### src/rtl/frm_align_pkg.sv
package frm_align_pkg;
  localparam int MF_W = 8;
  typedef logic [MF_W-1:0] mf_byte_t;
endpackage

### src/rtl/persist_filt.sv
module persist_filt #(
  parameter int SET_N = 5,
  parameter int CLR_N = 2
) (
  input  logic clk,
  input  logic rst_n,
  input  logic en,
  input  logic good,
  output logic def,
  output logic flip
);
  localparam int MAXN = (SET_N > CLR_N) ? SET_N : CLR_N;
  localparam int CW   = $clog2(MAXN + 1);

  logic [CW-1:0] cnt_q, cnt_d;
  logic          def_q, def_d;
  logic [CW-1:0] last;
  logic          hit;

  always_comb begin
    last  = def_q ? CW'(CLR_N - 1) : CW'(SET_N - 1);
    hit   = def_q ? good : !good;
    cnt_d = cnt_q;
    def_d = def_q;
    flip  = 1'b0;
    if (en) begin
      if (hit) begin
        if (cnt_q == last) begin
          cnt_d = '0;
          def_d = !def_q;
          flip  = 1'b1;
        end else begin
          cnt_d = cnt_q + 1'b1;
        end
      end else begin
        cnt_d = '0;
      end
    end
  end

  always_ff @(posedge clk or negedge rst_n) begin
    if (!rst_n) begin
      cnt_q <= '0;
      def_q <= 1'b0;
    end else if (en) begin
      cnt_q <= cnt_d;
      def_q <= def_d;
    end
  end

  assign def = def_q;

  // a defect is raised only by a judged bad frame
  a_r1_set_on_bad_frame: assert property (@(posedge clk) disable iff (!rst_n)
    $rose(def_q) |-> $past(en && !good));
  // a defect is cleared only by a judged good frame
  a_r2_clear_on_good_frame: assert property (@(posedge clk) disable iff (!rst_n)
    $fell(def_q) |-> $past(en && good));
endmodule

### src/rtl/ms_integ.sv
module ms_integ #(
  parameter int TH = 3
) (
  input  logic clk,
  input  logic rst_n,
  input  logic lvl,
  input  logic tick,
  output logic q
);
  localparam int CW = $clog2(TH + 1);

  logic [CW-1:0] cnt_q, cnt_d;
  logic          q_q, q_d;

  always_comb begin
    cnt_d = cnt_q;
    q_d   = q_q;
    if (lvl == q_q) begin
      cnt_d = '0;
    end else if (tick) begin
      if (cnt_q == CW'(TH - 1)) begin
        cnt_d = '0;
        q_d   = lvl;
      end else begin
        cnt_d = cnt_q + 1'b1;
      end
    end
  end

  always_ff @(posedge clk or negedge rst_n) begin
    if (!rst_n) begin
      cnt_q <= '0;
      q_q   <= 1'b0;
    end else begin
      cnt_q <= cnt_d;
      q_q   <= q_d;
    end
  end

  assign q = q_q;

  // the loss level rises only on a tick while its source is high
  a_r5_rise_on_tick: assert property (@(posedge clk) disable iff (!rst_n)
    $rose(q_q) |-> $past(tick && lvl));
  // the loss level falls only on a tick while its source is low
  a_r6_fall_on_tick: assert property (@(posedge clk) disable iff (!rst_n)
    $fell(q_q) |-> $past(tick && !lvl));
endmodule

### src/rtl/mf_check.sv
module mf_check
  import frm_align_pkg::*;
(
  input  logic     clk,
  input  logic     rst_n,
  input  logic     en,
  input  mf_byte_t mf_in,
  input  logic     in_oom,
  output logic     judge,
  output logic     mf_good
);
  mf_byte_t ref_q, ref_d;
  logic     seeded_q, seeded_d;

  always_comb begin
    mf_good  = (mf_in == mf_byte_t'(ref_q + 1'b1));
    judge    = en && seeded_q;
    ref_d    = ref_q;
    seeded_d = seeded_q;
    if (en) begin
      if (!seeded_q) begin
        seeded_d = 1'b1;
        ref_d    = mf_in;
      end else if (mf_good || in_oom) begin
        ref_d = mf_in;
      end else begin
        ref_d = ref_q + 1'b1;
      end
    end
  end

  always_ff @(posedge clk or negedge rst_n) begin
    if (!rst_n) begin
      ref_q    <= '0;
      seeded_q <= 1'b0;
    end else if (en) begin
      ref_q    <= ref_d;
      seeded_q <= seeded_d;
    end
  end

  // once seeded, the checker stays seeded
  a_r3_seed_sticky: assert property (@(posedge clk) disable iff (!rst_n)
    seeded_q |=> seeded_q);
endmodule

### src/rtl/frm_align_mon.sv
module frm_align_mon
  import frm_align_pkg::*;
#(
  parameter int SET_FRAMES = 5,
  parameter int CLR_FRAMES = 2,
  parameter int LOSS_TICKS = 3,
  parameter int CNT_W      = 8
) (
  input  logic             clk,
  input  logic             rst_n,
  input  logic             frm_stb,
  input  logic             fas_ok,
  input  logic [MF_W-1:0]  mf_byte,
  input  logic             ms_tick,
  output logic             oof,
  output logic             lof,
  output logic             oom,
  output logic             lom,
  output logic [CNT_W-1:0] frm_cnt
);
  logic oof_flip, oom_flip;
  logic mf_en, mf_judge, mf_good;
  logic [CNT_W-1:0] cnt_q, cnt_d;

  persist_filt #(.SET_N(SET_FRAMES), .CLR_N(CLR_FRAMES)) u_oof (
    .clk(clk), .rst_n(rst_n), .en(frm_stb), .good(fas_ok),
    .def(oof), .flip(oof_flip));

  assign mf_en = frm_stb && !oof;

  mf_check u_mf (
    .clk(clk), .rst_n(rst_n), .en(mf_en), .mf_in(mf_byte), .in_oom(oom),
    .judge(mf_judge), .mf_good(mf_good));

  persist_filt #(.SET_N(SET_FRAMES), .CLR_N(CLR_FRAMES)) u_oom (
    .clk(clk), .rst_n(rst_n), .en(mf_judge), .good(mf_good),
    .def(oom), .flip(oom_flip));

  ms_integ #(.TH(LOSS_TICKS)) u_lof (
    .clk(clk), .rst_n(rst_n), .lvl(oof), .tick(ms_tick), .q(lof));

  ms_integ #(.TH(LOSS_TICKS)) u_lom (
    .clk(clk), .rst_n(rst_n), .lvl(oom), .tick(ms_tick), .q(lom));

  always_comb begin
    cnt_d = cnt_q;
    if (oof_flip || oom_flip) begin
      cnt_d = '0;
    end else if (cnt_q != {CNT_W{1'b1}}) begin
      cnt_d = cnt_q + 1'b1;
    end
  end

  always_ff @(posedge clk or negedge rst_n) begin
    if (!rst_n) begin
      cnt_q <= '0;
    end else if (frm_stb) begin
      cnt_q <= cnt_d;
    end
  end

  assign frm_cnt = cnt_q;

  // multiframe state holds while out of frame
  a_r8_mf_frozen: assert property (@(posedge clk) disable iff (!rst_n)
    oof |=> $stable(oom));
  // any alignment state change leaves the counter at zero
  a_r9_cnt_zero_on_change: assert property (@(posedge clk) disable iff (!rst_n)
    (!$stable(oof) || !$stable(oom)) |-> (frm_cnt == '0));
endmodule

### config.mk
export PLATFORM = sky130hd
export DESIGN_NAME = frm_align_mon
export DESIGN_NICKNAME = d
export VERILOG_FILES = /design/src/rtl/frm_align_pkg.sv /design/src/rtl/persist_filt.sv /design/src/rtl/ms_integ.sv /design/src/rtl/mf_check.sv /design/src/rtl/frm_align_mon.sv
export SDC_FILE = /design/constraint.sdc
export NUM_CORES = 1
export LEC_CHECK = 0
export BUFFER_PORTS_ARGS = -buffer_cell sky130_fd_sc_hd__buf_2
export CAP_MARGIN = 20
export CORE_MARGIN = 2
export CORE_UTILIZATION = 50
export CTS_CLUSTER_DIAMETER = 30
export DETAILED_ROUTE_END_ITERATION = 6
export GPL_TIMING_DRIVEN = 0
export HOLD_SLACK_MARGIN = 0.03
export PLACE_DENSITY = 0.7
export SYNTH_ARGS = -nofsm -noshare
export SYNTH_HDL_FRONTEND = slang
export SYNTH_HIERARCHICAL = 1
export SYNTH_SLANG_ARGS = --single-unit
### constraint.sdc
create_clock -name clk -period 4.9 [get_ports clk]
set_clock_uncertainty 0.1 [all_clocks]
set_input_delay 0.245 -clock clk [delete_from_list [all_inputs] [get_ports clk]]
set_output_delay 0.245 -clock clk [all_outputs]
set_load 0.02 [all_outputs]
==> results.md <==
- The footprint of the flip-flops and latches is 775.7 sq um.
- In this run the most critical hold path is launched from mf_byte[6].
- The final antenna-violating net count is 0.
- The horizontal die dimension is around 69 microns.
- The worst min-delay path endpoint is u_mf/ref_q[6].
- The number of sinks driven by the clock tree is 31.
- After clock tree synthesis, the clock-pin slew on the worst setup and hold paths is 60 ps.
- The analysis attributes to cell leakage a power of slightly below 1 nW.
- The growth of design area from synthesis to finish is 13.33%.
- The clock tree from TritonCTS is built.
- The number of post-CTS setup repair buffers is 0.
- The synthesized cell area is ~0.0021 sq mm.
- Once detailed placement completed, the half-perimeter wirelength came to about 3 mm.
- The worst reg-to-reg setup slack is about 1600 ps.
- The highest-utilization routing layer at the global route stage is met2.
- The vias per cell is approximately 5.6.
- The most frequently used flop master after synthesis is sky130_fd_sc_hd__dfrtp_1.
- The floorplan has 23 rows.
- The initial antenna violation count is 0.
- The number of cells traversed by the worst hold path is 3.
- The final global-route overflow total is 0.
- The hold violation count in the final report is 0.
- In this run the critical register-to-register path is captured at frm_cnt[3].
- Synthesis instantiated 54 different standard cells from the library.
- The maximum ir drop on the vdd rail is ~0.26 mV.
- The largest net degree at the start of global routing is 32.
- The cell count after synthesis came out at 228.
- In this run the cell area measured after placement is roughly 0.0023 sq mm.
- The maximum achievable frequency is between 300 and 400 MHz.
- The global-route wire length before repair is roughly 7.1 mm.
- The post-route worst setup slack is 1620 ps.
- Data on the critical path arrives at its endpoint at ~3400 ps.
- The number of placed I/O pins is 25.
- The final critical delay including setup and external delays is roughly 3300 ps.
- Setup repair after global routing left no endpoint under its margin.
- The setup TNS is 0 ps.
- For the pin with the worst max-slew slack, the measured transition is between 700 and 800 ps.
- The number of nets in the finished design is between 200 and 300.
- After synthesis the netlist holds a flip-flop and latch count of 31.
- The clock latency of the later-clocked register in the worst-skew pair is approximately 270 ps.
- The root buffer cell is sky130_fd_sc_hd__clkbuf_8.
- The global routing usage on met3 is 0.04221.
- The antenna diode count is 0.
- The post-synth net total is 245.
- The die covers approximately 0.0047 sq mm.
- The biggest area consumer among synthesized cells is sky130_fd_sc_hd__dfrtp_1.
- On the critical path, the stage with the largest delay is an instance of sky130_fd_sc_hd__or3_2.
- The TritonCTS buffer count is 5.
- The number of filler instances in the final layout is 374.
- Of the synthesized area, sequential elements account for 0.3688.
- The number of maximum-capacitance violations is 0.
- The final count of negative-setup-slack endpoints is 0.
- In the synthesized netlist, the cells that appear most often are sky130_fd_sc_hd__dfrtp_1, sky130_fd_sc_hd__nand2_1, sky130_fd_sc_hd__nor2_1, sky130_fd_sc_hd__a21oi_1, sky130_fd_sc_hd__inv_1.
- The number of pins with negative max-slew slack in the final report is 0.
- Prior to clock tree synthesis, the placed netlist has a worst setup slack of around 1600 ps.
- The combined global-route utilization of all metal layers is 0.1992.
- Yosys instantiated no cell more often than sky130_fd_sc_hd__dfrtp_1.
- The met1 global-route usage is 0.2528.
- For this run, design rule violations remaining after detail routing come to 0.
- The average routed wire per standard cell is about 13 microns.
- The count of routing violations after the opening detailed-route iteration is between 100 and 150.
- The worst hold slack is roughly 140 ps.
- The number of global-route vias before repair was about 1,600.
- The number of buffers between clock root and the deepest sink is 2.
- The clock tree synthesis step divided the H-tree into 2 levels.
- For the worst flop-to-flop path, the logic depth is 13.
- The initial cell density of the core is 0.5220.
- The critical path in this run is classified as flop to flop.
- The count of vias placed by the detailed router is around 1,700.
- The largest single stage delay on the critical path is 480 ps.
- In the finished design, the share of the clock period the worst path needs comes to 0.6693.
- The overall power of the completed layout is about 1.1 mW.
- The region available for standard cell placement spans between 0.004 and 0.005 sq mm.
- By area the synthesized netlist is led by sky130_fd_sc_hd__dfrtp_1, sky130_fd_sc_hd__xnor2_1, sky130_fd_sc_hd__a21oi_1, sky130_fd_sc_hd__nand2_1, sky130_fd_sc_hd__nor2_1.
- Together, buffers and inverters on the worst path number 1.
- The port buffer count is 24.
- A synthesized cell averages slightly above 9 sq um.
- After routing the design area is about 0.0024 sq mm.
- The sort of element at the end of the critical path is a flop.
- The kind of start point of the critical path is a flop.
- For this run, global-route usage on met2 was measured as 0.3353.
- The flow ran to the end, and the final reports show no timing, DRC or antenna violations.
- The number of synthesized flops with an enable pin is 0.
- The min-delay analysis places its worst path in the category input pin to flop.
- The fraction of post-synthesis cell area in the top cell type by area is 0.3688.
- The final layout contains routed wiring with a total length of about 4.2 mm.
- The number of detailed-routing iterations run before antenna repair is 4.
- The area of combinational cells with multiple inputs is between 0.001 and 0.0015 sq mm.
- The die boundary height is 68.86 microns.
- Yosys printed 6 warnings.
- The startpoint identified for the worst register-to-register timing path is u_mf/ref_q[0].
- Traced cell by cell, the critical path runs through ha_1 -> nand3_2 -> xnor2_1 -> nor4_2 -> nand3_1 -> nor2_1 -> inv_1 -> nand3_1 -> a21oi_1 -> nor2_1 -> o211ai_2 -> or3_2 -> o21ai_1.
- Of all flip-flops after synthesis, the portion carrying an async set or reset was 1.000.
- The relative max-transition margin is 0.5286.
- The highest fanout seen on the critical path is 8.
- The final weighted congestion in routability-driven placement is between 0.8 and 0.9.
- The fraction of final layout cells sized beyond drive strength 1 is 0.2269.
- Once the clock tree was built, the resizer swapped 0 gates to a different size.
- Power spread over the standard cell area amounts to 463.9 mW/mm^2.
- The required arrival time at the worst endpoint is around 5000 ps.
- Grouping stages by cell kind, the critical path spends the most delay in simple AND/OR/NAND/NOR gates.
## registers in the layout (all words and copies together), names as in the netlist
name and flops:
frm_cnt 8, u_lof/cnt_q 2, u_lof/q 1, u_lom/cnt_q 2, u_lom/q 1, u_mf/ref_q 8
u_mf/seeded_q 1, u_oof/cnt_q 3, u_oof/def 1, u_oom/cnt_q 3, u_oom/def 1
## report_power, final
part	internal [mW]	switching [mW]
registers	0.335	0.0990
clock network	0.110	0.0898
logic	0.221	0.252
## final cells by class
cell class	count	share of cell area
tap	50	0.02625
inverter	11	0.01732
clock buffer	6	0.03465
clock inverter	1	0.002100
sequential	31	0.3255
timing repair buffer	25	0.05459
multi-input combinational	178	0.5118
buffer	8	0.02782
## cell usage in the layout (no fill, tap or decap), drive strengths merged, types with 5 or more instances in the layout
master / n
nor2: 17
a21oi: 15
nand3b: 6
xnor2: 10
inv: 11
nand4: 5
nand3: 12
dfrtp: 31
clkbuf: 7
xor2: 5
o21ai: 13
nand2: 20
nand2b: 10
buf: 30
## through the flow
step           utilization  std cells
6_report            0.5916        310
3_5_place_dp        0.5674        302
5_1_grt             0.5916        310
2_1_floorplan            -        228
3_3_place_gp        0.5674        302
4_1_cts             0.5916        310
## layer usage
| metal | vias up | wire length (microns) |
|---|---|---|
| met1 | 828 | 1988 |
| met5 | - | 0 |
| met4 | 0 | 46 |
| li1 | 892 | - |
| met3 | 4 | 133 |
| met2 | 25 | 1984 |
## cells by family (layout without fill, tap and decap cells)
logic type	after synthesis	after routing	share of synthesized area
buffers and inverters	19	51	0.05116
AO/OA/AOI/OAI	58	58	0.2040
AND/OR/NAND/NOR	96	96	0.2606
XOR/XNOR	15	15	0.06604
flip-flops	31	31	0.3688
multiplexers	5	5	0.02558
adder cells (fa/ha/maj)	4	4	0.02380
## worst max path at each step
| stage | from | to | slack [ps] | cells past startpoint |
|---|---|---|---|---|
| global route | u_mf/ref_q[0] | frm_cnt[3] | 1300 | 13 |
| finish | u_mf/ref_q[0] | frm_cnt[3] | 1620 | 13 |
| global placement | u_mf/ref_q[0] | frm_cnt[3] | 1660 | 13 |
| CTS | u_mf/ref_q[0] | frm_cnt[3] | 1610 | 13 |
| floorplan | u_mf/ref_q[0] | frm_cnt[3] | 2020 | 13 |
| detailed placement | u_mf/ref_q[0] | frm_cnt[3] | 1630 | 13 |
## worst register-to-register path: stages, from the launching register on
cell and delay (ps):
sky130_fd_sc_hd__dfrtp_1 410, sky130_fd_sc_hd__ha_1 300, sky130_fd_sc_hd__nand3_2 160, sky130_fd_sc_hd__xnor2_1 170, sky130_fd_sc_hd__nor4_2 320, sky130_fd_sc_hd__nand3_1 200
sky130_fd_sc_hd__nor2_1 250, sky130_fd_sc_hd__inv_1 110, sky130_fd_sc_hd__nand3_1 90, sky130_fd_sc_hd__a21oi_1 130, sky130_fd_sc_hd__nor2_1 190, sky130_fd_sc_hd__o211ai_2 210
sky130_fd_sc_hd__or3_2 490, sky130_fd_sc_hd__o21ai_1 90
## repair_timing
action                                  4_1_cts  5_1_grt
hold buffers                                  1        0
endpoints found under the hold margin        31        0
endpoints found under the setup margin        0        0
Note: power is estimated with default switching activity, not from simulation.
